<file path="src/rtl/sysctl_pkg.sv">
package sysctl_pkg;
  localparam int DW = 8;
  localparam int AW = 8;
  localparam int NUM_CFG = 9;
  localparam int IDX_MASK = 0;

  localparam logic [AW-1:0] STATUS_OFS = 8'h50;
  localparam logic [AW-1:0] REV_OFS    = 8'h08;
  localparam logic [DW-1:0] REV_LO_VAL = 8'h03;
  localparam logic [DW-1:0] REV_HI_VAL = 8'h00;

  // storage registers: base offset and byte count
  function automatic logic [AW-1:0] cfg_base(input int i);
    case (i)
      0: return 8'h52; // mask
      1: return 8'h54; // routing
      2: return 8'h98; // clock control
      3: return 8'h9A; // second pll
      4: return 8'h9C; // first pll, 32-bit
      5: return 8'hE0; // function enable
      6: return 8'hE4; // mode control
      7: return 8'hFC; // configuration
      default: return 8'hFF; // debug
    endcase
  endfunction

  function automatic int cfg_bytes(input int i);
    case (i)
      2, 3, 6: return 2;
      4:       return 4;
      default: return 1;
    endcase
  endfunction
endpackage

</file>
<file path="src/rtl/sysctl_lane_reg.sv">
module sysctl_lane_reg #(
  parameter int NBYTES = 1,
  parameter logic [7:0] BASE = 8'h00,
  localparam int IDXW = (NBYTES > 1) ? $clog2(NBYTES) : 1
) (
  input  logic              clk,
  input  logic              rst_n,
  input  logic              wr_en,
  input  logic [7:0]        addr,
  input  logic [7:0]        wdata,
  output logic              hit,
  output logic [IDXW-1:0]   lane,
  output logic [8*NBYTES-1:0] q
);
  always_comb begin
    int off;
    off  = int'(addr) - int'(BASE);
    hit  = (off >= 0) && (off < NBYTES);
    lane = IDXW'(off);
  end

  for (genvar b = 0; b < NBYTES; b++) begin : g_lane
    logic [7:0] lane_q;
    always_ff @(posedge clk or negedge rst_n) begin
      if (!rst_n)
        lane_q <= '0;
      else if (wr_en && hit && lane == IDXW'(b))
        lane_q <= wdata;
    end
    assign q[b*8 +: 8] = lane_q;
  end
endmodule

</file>
<file path="src/rtl/sysctl_irq_agg.sv">
module sysctl_irq_agg #(
  parameter int N = 8
) (
  input  logic         clk,
  input  logic         rst_n,
  input  logic [N-1:0] src,
  input  logic         sw_we,
  input  logic [N-1:0] sw_data,
  input  logic [N-1:0] mask,
  output logic [N-1:0] status,
  output logic         irq_q
);
  logic [N-1:0] src_prev, rise, fall, status_d;

  assign rise = src & ~src_prev;
  assign fall = ~src & src_prev;

  always_comb begin
    status_d = sw_we ? sw_data : status;
    status_d = (status_d | rise) & ~fall;
  end

  always_ff @(posedge clk or negedge rst_n) begin
    if (!rst_n) begin
      src_prev <= '0;
      status   <= '0;
      irq_q    <= 1'b0;
    end else begin
      src_prev <= src;
      status   <= status_d;
      irq_q    <= |(status & mask);
    end
  end
endmodule

</file>
<file path="src/rtl/sysctl_regbank.sv">
module sysctl_regbank
  import sysctl_pkg::*;
#(
  parameter bit ERR_EN = 1'b1
) (
  input  logic          clk,
  input  logic          rst_n,
  input  logic [AW-1:0] bus_addr,
  input  logic          bus_wr_en,
  input  logic [DW-1:0] bus_wdata,
  input  logic          bus_rd_en,
  output logic [DW-1:0] bus_rdata,
  output logic          bus_err,
  input  logic [DW-1:0] sub_irq,
  output logic          irq_out
);
  logic [NUM_CFG-1:0] cfg_hit;
  logic [DW-1:0]      cfg_rbyte [NUM_CFG];
  logic [DW-1:0]      mask_q;
  logic [DW-1:0]      status_q;
  logic               status_hit, rev_hit, mapped;
  logic [DW-1:0]      rd_mux;
  logic [DW-1:0]      rdata_q;

  for (genvar g = 0; g < NUM_CFG; g++) begin : g_cfg
    localparam int NB = cfg_bytes(g);
    localparam int LW = (NB > 1) ? $clog2(NB) : 1;
    logic [LW-1:0]   lane_w;
    logic [8*NB-1:0] q_w;

    sysctl_lane_reg #(.NBYTES(NB), .BASE(cfg_base(g))) u_reg (
      .clk  (clk),
      .rst_n(rst_n),
      .wr_en(bus_wr_en),
      .addr (bus_addr),
      .wdata(bus_wdata),
      .hit  (cfg_hit[g]),
      .lane (lane_w),
      .q    (q_w)
    );

    if (NB == 1) begin : g_one
      assign cfg_rbyte[g] = cfg_hit[g] ? q_w[7:0] : '0;
      logic unused_lane;
      assign unused_lane = ^lane_w;
    end else begin : g_multi
      assign cfg_rbyte[g] = cfg_hit[g] ? q_w[lane_w*8 +: 8] : '0;
    end

    if (g == IDX_MASK) begin : g_mask
      assign mask_q = q_w[7:0];
    end
  end

  assign status_hit = (bus_addr == STATUS_OFS);
  assign rev_hit    = (bus_addr[AW-1:1] == REV_OFS[AW-1:1]);

  sysctl_irq_agg #(.N(DW)) u_irq (
    .clk    (clk),
    .rst_n  (rst_n),
    .src    (sub_irq),
    .sw_we  (bus_wr_en && status_hit),
    .sw_data(bus_wdata),
    .mask   (mask_q),
    .status (status_q),
    .irq_q  (irq_out)
  );

  always_comb begin
    rd_mux = '0;
    for (int i = 0; i < NUM_CFG; i++) rd_mux |= cfg_rbyte[i];
    if (status_hit) rd_mux = status_q;
    if (rev_hit)    rd_mux = bus_addr[0] ? REV_HI_VAL : REV_LO_VAL;
  end

  assign mapped = (|cfg_hit) || status_hit || rev_hit;

  always_ff @(posedge clk or negedge rst_n) begin
    if (!rst_n)         rdata_q <= '0;
    else if (bus_rd_en) rdata_q <= rd_mux;
  end
  assign bus_rdata = rdata_q;

  if (ERR_EN) begin : g_err
    logic err_q;
    always_ff @(posedge clk or negedge rst_n) begin
      if (!rst_n) err_q <= 1'b0;
      else        err_q <= (bus_rd_en || bus_wr_en) && !mapped;
    end
    assign bus_err = err_q;
  end else begin : g_noerr
    assign bus_err = 1'b0;
  end
endmodule

</file>
<file path="config.mk">
export PLATFORM = sky130hd
export DESIGN_NAME = sysctl_regbank
export DESIGN_NICKNAME = d
export VERILOG_FILES = /design/src/rtl/sysctl_pkg.sv /design/src/rtl/sysctl_lane_reg.sv /design/src/rtl/sysctl_irq_agg.sv /design/src/rtl/sysctl_regbank.sv
export SDC_FILE = /design/constraint.sdc
export NUM_CORES = 1
export LEC_CHECK = 0
export BUFFER_PORTS_ARGS = -buffer_cell sky130_fd_sc_hd__buf_2
export CAP_MARGIN = 15
export CORE_UTILIZATION = 60
export CTS_CLUSTER_SIZE = 24
export DETAILED_ROUTE_END_ITERATION = 10
export PLACE_DENSITY = 0.75
export SLEW_MARGIN = 15
export SYNTH_ARGS = -nofsm -noshare
export SYNTH_HDL_FRONTEND = slang
export SYNTH_SLANG_ARGS = --single-unit
</file>
<file path="constraint.sdc">
create_clock -name clk -period 2.1 [get_ports clk]
set_input_delay 0.105 -clock clk [delete_from_list [all_inputs] [get_ports clk]]
set_output_delay 0.105 -clock clk [all_outputs]
set_load 0.05 [all_outputs]
</file>
# Word-level counts from Yosys, hierarchy flattened
# Cells that the tools add are included.
totals:
  reg_bits: 146
  input_bits: 28
  out_inout_bits: 10
  word_cells: 135
classes:
  n_addsub: 9
  magnitude_cmp: 18
  eq_ne: 5
  n_shift: 4
  muxes: 13
  bitwise_logic: 24
  reduce_logical: 42
ops:
  columns: ["operator", "count"]
  rows:
  - [">= comparator 32 x 1 -> 1 bit (second input constant)", 9]
  - ["less-than comparator 32 x 2 -> 1 bit (second input constant)", 5]
  - ["less-than comparator 32 x 3 -> 1 bit (second input constant)", 3]
  - ["2-to-1 mux 8 bit", 12]
  - ["OR 8 bit", 9]
  - ["subtractor 8 x 8 -> 9 bit (second input constant)", 7]
  - ["variable part select 16 x 5 -> 8 bit", 3]
  - ["logical AND 1 bit", 35]
  - ["AND 8 bit", 4]
  - ["less-than comparator 32 x 4 -> 1 bit (second input constant)", 1]
  - ["variable part select 32 x 6 -> 8 bit", 1]
  - ["inverter 8 bit", 3]
  - ["subtractor 8 x 7 -> 9 bit (second input constant)", 2]
  - ["OR reduction 9 bit", 1]
  - ["equality test 8 x 7 -> 1 bit (second input constant)", 1]
  - ["inverter 1 bit", 8]
  - ["OR reduction 8 bit", 1]
  - ["equality test 7 x 3 -> 1 bit (second input constant)", 1]
  - ["equality test 2 bit (second input constant)", 2]
  - ["logical OR 1 bit", 3]
  - ["equality test 2 x 1 -> 1 bit (second input constant)", 1]
  - ["zero test 2 bit", 1]
  - ["2-to-1 mux 2 bit", 1]
  - ["zero test 1 bit", 1]

# Depth between registers and ports, before layout
logic_depth:
  word_depth: 14
  mapped_depth: 10
  ltp_nobuf: 8

# Modules after synthesis
# From an unflattened synthesis, not the netlist that was laid out.
unflattened:
  cells_unflattened: 537
  hier_area_um2: 7363.3
by_module_without_submodules:
  columns: ["module", "n_inst", "cells_per_inst", "area_per_inst_um2", "seq_area_each_um2"]
  rows:
  - ["sysctl_regbank", 1, 153, 1400.1, 225.2]
  - ["sysctl_lane_reg (g_cfg[4].u_reg)", 1, 82, 1322.5, 800.8]
  - ["sysctl_irq_agg", 1, 47, 713.2, 425.4]
  - ["sysctl_lane_reg (g_cfg[6].u_reg)", 1, 45, 689.4, 400.4]
  - ["sysctl_lane_reg (g_cfg[3].u_reg)", 1, 41, 673.1, 400.4]
  - ["sysctl_lane_reg (g_cfg[2].u_reg)", 1, 41, 665.6, 400.4]
  - ["sysctl_lane_reg (g_cfg[1].u_reg)", 1, 31, 421.7, 200.2]
  - ["sysctl_lane_reg (g_cfg[7].u_reg)", 1, 25, 395.4, 200.2]
  - ["sysctl_lane_reg (g_cfg[0].u_reg)", 1, 25, 374.1, 200.2]
  - ["sysctl_lane_reg (g_cfg[8].u_reg)", 1, 25, 361.6, 200.2]
  - ["sysctl_lane_reg (g_cfg[5].u_reg)", 1, 22, 346.6, 200.2]

# Worst setup path before layout
# OpenSTA, ideal clock, no wires.
synth_path:
  kind: "input -> register"
  from: "input bus_addr[1]"
  to: "register g_cfg[0].u_reg.g_lane[0].lane_q[0]"
  setup_time_ns: 0.128
  t_arrival_ns: 2.152
  required_time_ns: 1.972
  path_slack_ns: -0.179
  stages: 10
  n_path_buf: 2
  path_cell_list: "buf_4 inv_1 ha_1 nand2b_1 o2bb2ai_1 or4_4 a21oi_4 and2_1 buf_4 mux2_1"
synth_via:
  elab_chain_cells: 5
  word_cells_on_any_way: 6
  cone_classes: "add/sub (1); order compare (2); reduce/logical (3)"
synth_rtl:
  columns: ["item", "line", "text"]
  rows:
  - ["start, declared", "sysctl_regbank.sv:8", "input logic [AW-1:0] bus_addr,"]
  - ["subtractor 8 x 7 -> 9 bit (*)", "sysctl_lane_reg.sv:17", "off = int'(addr) - int'(BASE);"]
  - [">= comparator 32 x 1 -> 1 bit / less-than comparator 32 x 2 -> 1 bit (equally long branches)", "sysctl_lane_reg.sv:18", "hit = (off >= 0) && (off < NBYTES);"]
  - ["logical AND 1 bit (*)", "sysctl_lane_reg.sv:18", null]
  - ["logical AND 1 bit (*) (2 in series)", "sysctl_lane_reg.sv:27", "else if (wr_en && hit && lane == IDXW'(b))"]
  - ["end signal, assigned", "sysctl_lane_reg.sv:28", "lane_q <= wdata;"]
  - ["end, declared", "sysctl_lane_reg.sv:23", "logic [7:0] lane_q;"]
# Mark *: on every way between the ends. The rest lies on a longest branch, timed or not.
# A chain may end at the register's enable or synchronous reset.

# Worst setup path after layout
layout_path:
  from: "input bus_addr[5]"
  to: "register g_cfg[7].u_reg.g_lane[0].lane_q[5]"
layout_via:
  elab_chain_cells: 5
  word_cells_on_any_way: 6
  cone_classes: "add/sub (1); order compare (2); reduce/logical (3)"
layout_rtl:
  columns: ["item", "line"]
  rows:
  - ["subtractor 8 x 8 -> 9 bit (*)", "sysctl_lane_reg.sv:17"]
  - [">= comparator 32 x 1 -> 1 bit / less-than comparator 32 x 2 -> 1 bit (equally long branches)", "sysctl_lane_reg.sv:18"]
  - ["logical AND 1 bit (*)", "sysctl_lane_reg.sv:18"]
  - ["logical AND 1 bit (*) (2 in series)", "sysctl_lane_reg.sv:27"]
  - ["end signal, assigned", "sysctl_lane_reg.sv:28"]
  - ["end, declared", "sysctl_lane_reg.sv:23"]
# Marked as above.

==> flow_summary.json <==
{
  "final_cell_mix": "146 x sky130_fd_sc_hd__dfrtp_1, 120 x sky130_fd_sc_hd__mux2_2, 65 x sky130_fd_sc_hd__buf_4",
  "ys_top_cells_by_area": "sky130_fd_sc_hd__dfrtp_1 49%, sky130_fd_sc_hd__mux2_2 18%, sky130_fd_sc_hd__mux4_2 2.4%",
  "outcome": "complete, no violations",
  "synthDominantCellAreaShare": 0.488,
  "critPathBufInv": 5,
  "postSynth.topFlopCell": "sky130_fd_sc_hd__dfrtp_1",
  "worst_ep_arrival_time_ns": 2.13,
  "finalNetCount": 724,
  "final.setup.worst_slack_ns": 0.280,
  "synth.yosys.warnings": 0,
  "list_of_cells_traversed_by_the_critical_path": "buf_2 -> buf_4 -> nand4_1 -> buf_4 -> nor4bb_1 -> buf_4 -> buf_4 -> nand2_1 -> mux2_2",
  "synth_fp_nets": 620,
  "cp.required_ns": 2.41,
  "worstRegToRegCells": 4,
  "layout.cells.most_common": "sky130_fd_sc_hd__dfrtp_1",
  "layout_skew_ns": 0.00351,
  "power_switching_mw": 1.57,
  "crit_path_end_kind": "flip-flop",
  "place_inst": 825,
  "timing.hold.worst.class": "in2reg",
  "crit_path_max_incr_delay_ns": 0.37,
  "timing.critical_path.from": "bus_addr[5]",
  "area_growth_syn_to_layout_pct": 20.6,
  "min_period_over_period": 0.867,
  "critical_path.top_delay_family": "buffers and inverters",
  "placement.io_buffers": 37,
  "final_setup_vio_count": 0,
  "cts_sinks": 146,
  "power.combinational.fraction": 0.099,
  "core-area_sq_um": 12100,
  "synth-seq-area-share": 0.488,
  "fp.dieH_um": 114,
  "total_clock_buffers_created_by_cts": 17,
  "synth_seq_cells": 146,
  "num_vias": 5389,
  "seq_power_share": 0.457,
  "worst_r2r_endpoint": "bus_rdata[1]",
  "grt_pass1_wl_mm": 30.6,
  "finalCriticalPeriod_ns": 1.82,
  "dr.pass1.iters": 5,
  "rsz0062_at_grt": "no",
  "number_of_antenna_violations_at_the_first_check_in_global_routing": 0,
  "vdd_ir_drop_max_mv": 0.624,
  "cts_tree": "done",
  "worstReg2RegStart": "g_cfg[4].u_reg.g_lane[3].lane_q[1]",
  "grt_max_degree": 55,
  "power.static_leakage_nw": 4.36,
  "unique_masters_post_synth": 77,
  "row_count": 40,
  "io_pins": 38,
  "setup.reg_to_reg.worst_slack_ns": 0.29,
  "via_per_inst": 6.24,
  "async_flop_share": 1.00,
  "maxSlewHeadroom": 0.633,
  "drive_above_1_share": 0.440,
  "place.gp.congestion": 0.965,
  "initial_core_util": 0.618,
  "route.detailed.drc": 0,
  "global_route.usage.total": 0.321,
  "intPower_mw": 4.94,
  "capture_point_of_the_critical_path": "g_cfg[7].u_reg.q[5]",
  "antenna-diode-count": 0,
  "startpoint_type": "input pin",
  "clk_pin_slew_worst_paths_ns": 0.06,
  "final_util": 0.746,
  "critical_path_cell_count": 9,
  "number_of_enable_type_register_cells_in_the_synthesized_netlist": 0,
  "clockPowerShare": 0.444,
  "timing.fmax_mhz": 549,
  "grt_pass1_vias": 5620,
  "final-max-slew-violation-count": 0,
  "fp.dieArea_sq_um": 12900,
  "cts.root.buffer_cell": "sky130_fd_sc_hd__clkbuf_16",
  "synth.cell_area_sq_um": 7490,
  "clock_latency_of_the_later_clocked_register_in_the_worst_skew_pair_ns": 0.42,
  "crit_path_max_fanout": 13,
  "setup_total_negative_slack_ns": 0,
  "wl_per_cell_um": 22.0,
  "pre_cts_ws_ns": -0.0977,
  "antenna_left": 0,
  "crit_slowest_cell": "sky130_fd_sc_hd__mux2_2",
  "detailed_place.area_sq_um": 8380,
  "final_cell_count_no_fill": 864,
  "sw_frac_of_total": 0.242,
  "max-clock-path-buffers": 2,
  "worst_pin_slew_ns": 0.537,
  "power_density_nw_per_um2": 721,
  "cts.htree.levels": 4,
  "detailed_place_hpwl_mm": 13.1,
  "wirelength_routed_mm": 19.0,
  "synth_cells": 581,
  "report.final.hold_viol_count": 0,
  "cap_violations": 0,
  "post-route-cell-area_sq_um": 9030,
  "worst-setup-path-type": "in2reg",
  "post_cts_resize_count": 0,
  "crit_path_most_repeated_cell": "sky130_fd_sc_hd__buf_4",
  "global_route.overflow_total": 0,
  "die_w_um": 114,
  "drt_first_iter_violations": 422,
  "post_synth.cell_area_avg_sq_um": 12.9,
  "synth.largest_area_cell": "sky130_fd_sc_hd__dfrtp_1"
}
[per-stage QoR]
| step | power (mW) | hold WS (ns) |
|---|---|---|
| 5_1_grt | 6.71 | 0.138 |
| 6_report | 6.51 | 0.113 |
| 3_3_place_gp | 3.62 | 0.0519 |
| 4_1_cts | 6.54 | 0.0847 |
| 2_1_floorplan | 3.35 | -0.191 |
| 3_5_place_dp | 3.65 | 0.0583 |
[timing repair]
| item | CTS | global route |
|---|---|---|
| endpoints found under the hold margin | 59 | 0 |
| hold buffers | 9 | 0 |
| buffers inserted | 0 | 0 |
[cell families (layout without fill, tap and decap cells)]
kind of cell    Yosys count  after routing  share of synthesized area
flops                   146            146                      0.488
simple gates            109            109                     0.0996
compound gates           97             97                     0.0949
xor+xnor                  4              4                    0.00468
buf+inv                  48            163                     0.0324
mux                     161            161                      0.255
fa+ha+maj                16             16                     0.0251
[flip-flops by register name, summed over array words and instances, names as in the netlist]
register / cells
u_irq.irq_q: 1
u_irq.status: 8
g_cfg.u_reg.q: 40
bus_err: 1
bus_rdata: 8
u_irq.src_prev: 8
g_cfg.u_reg.g_lane.lane_q: 80
[power by group through the flow]
stage                     Clock, mW  Combinational (mW)  Sequential [mW]
final                          2.89               0.644             2.98
after global routing           3.03               0.694             2.98
after CTS                      2.92               0.644             2.97
after detailed placement          0               0.625             3.02
after global placement            0               0.605             3.02
after floorplan                   0               0.328             3.02
[tightest hold or removal path, cell delays in order]
cell                       delay (ns)
sky130_fd_sc_hd__buf_2           0.15
sky130_fd_sc_hd__o21ai_0         0.18
sky130_fd_sc_hd__a211oi_1        0.05
[per-layer routing]
layer	up-vias	track usage	part of all wire
met1	2738	0.409	0.42
li1	2393	-	-
met5	-	0	0
met3	63	0.0712	0.052
met2	195	0.526	0.49
met4	0	0.151	0.039
[worst min path at each step]
stage,cells after the start,slack [ns],endpoint,from
after floorplan,0,-0.19,bus_err,rst_n
after global placement,1,0.05,g_cfg[1].u_reg.q[4],rst_n
after detailed placement,1,0.06,g_cfg[1].u_reg.q[4],rst_n
after CTS,3,0.08,bus_rdata[1],bus_rd_en
after global routing,3,0.14,bus_rdata[1],bus_rd_en
final,3,0.11,bus_rdata[1],bus_rd_en
[synth_stat cells (3+ instances only)]
| library cell | number |
|---|---|
| sky130_fd_sc_hd__dfrtp_1 | 146 |
| sky130_fd_sc_hd__mux2_2 | 120 |
| sky130_fd_sc_hd__nand2_1 | 24 |
| sky130_fd_sc_hd__a21oi_1 | 22 |
| sky130_fd_sc_hd__mux2i_1 | 17 |
| sky130_fd_sc_hd__o21ai_0 | 15 |
| sky130_fd_sc_hd__inv_1 | 14 |
| sky130_fd_sc_hd__nand3_1 | 13 |
| sky130_fd_sc_hd__nor2_1 | 12 |
| sky130_fd_sc_hd__buf_2 | 11 |
| sky130_fd_sc_hd__clkbuf_1 | 11 |
| sky130_fd_sc_hd__ha_1 | 11 |
| sky130_fd_sc_hd__a22oi_1 | 10 |
| sky130_fd_sc_hd__nor3_1 | 10 |
| sky130_fd_sc_hd__o2111ai_1 | 10 |
| sky130_fd_sc_hd__mux2_1 | 8 |
| sky130_fd_sc_hd__mux2_4 | 8 |
| sky130_fd_sc_hd__mux4_2 | 8 |
| sky130_fd_sc_hd__buf_4 | 7 |
| sky130_fd_sc_hd__o22ai_1 | 6 |
| sky130_fd_sc_hd__maj3_1 | 5 |
| sky130_fd_sc_hd__nand2b_1 | 4 |
| sky130_fd_sc_hd__o221ai_1 | 4 |
| sky130_fd_sc_hd__o2bb2ai_1 | 4 |
| sky130_fd_sc_hd__a211oi_1 | 3 |
| sky130_fd_sc_hd__and2_1 | 3 |
| sky130_fd_sc_hd__buf_6 | 3 |
| sky130_fd_sc_hd__nand3_2 | 3 |
| sky130_fd_sc_hd__nand4_1 | 3 |
| sky130_fd_sc_hd__nor4_1 | 3 |
| sky130_fd_sc_hd__nor4_4 | 3 |
| sky130_fd_sc_hd__o211ai_1 | 3 |
| sky130_fd_sc_hd__or3_1 | 3 |
[cell type report]
class,count,area [sq um]
well taps,168,210
multi-input cells,387,3640
flip-flops and latches,146,3650
fillers,821,3080
inverters,15,58.8
repair buffers,118,910
clock inverters,10,113
clock buffers,20,447
No activity file was read; power rests on OpenSTA's default activity.
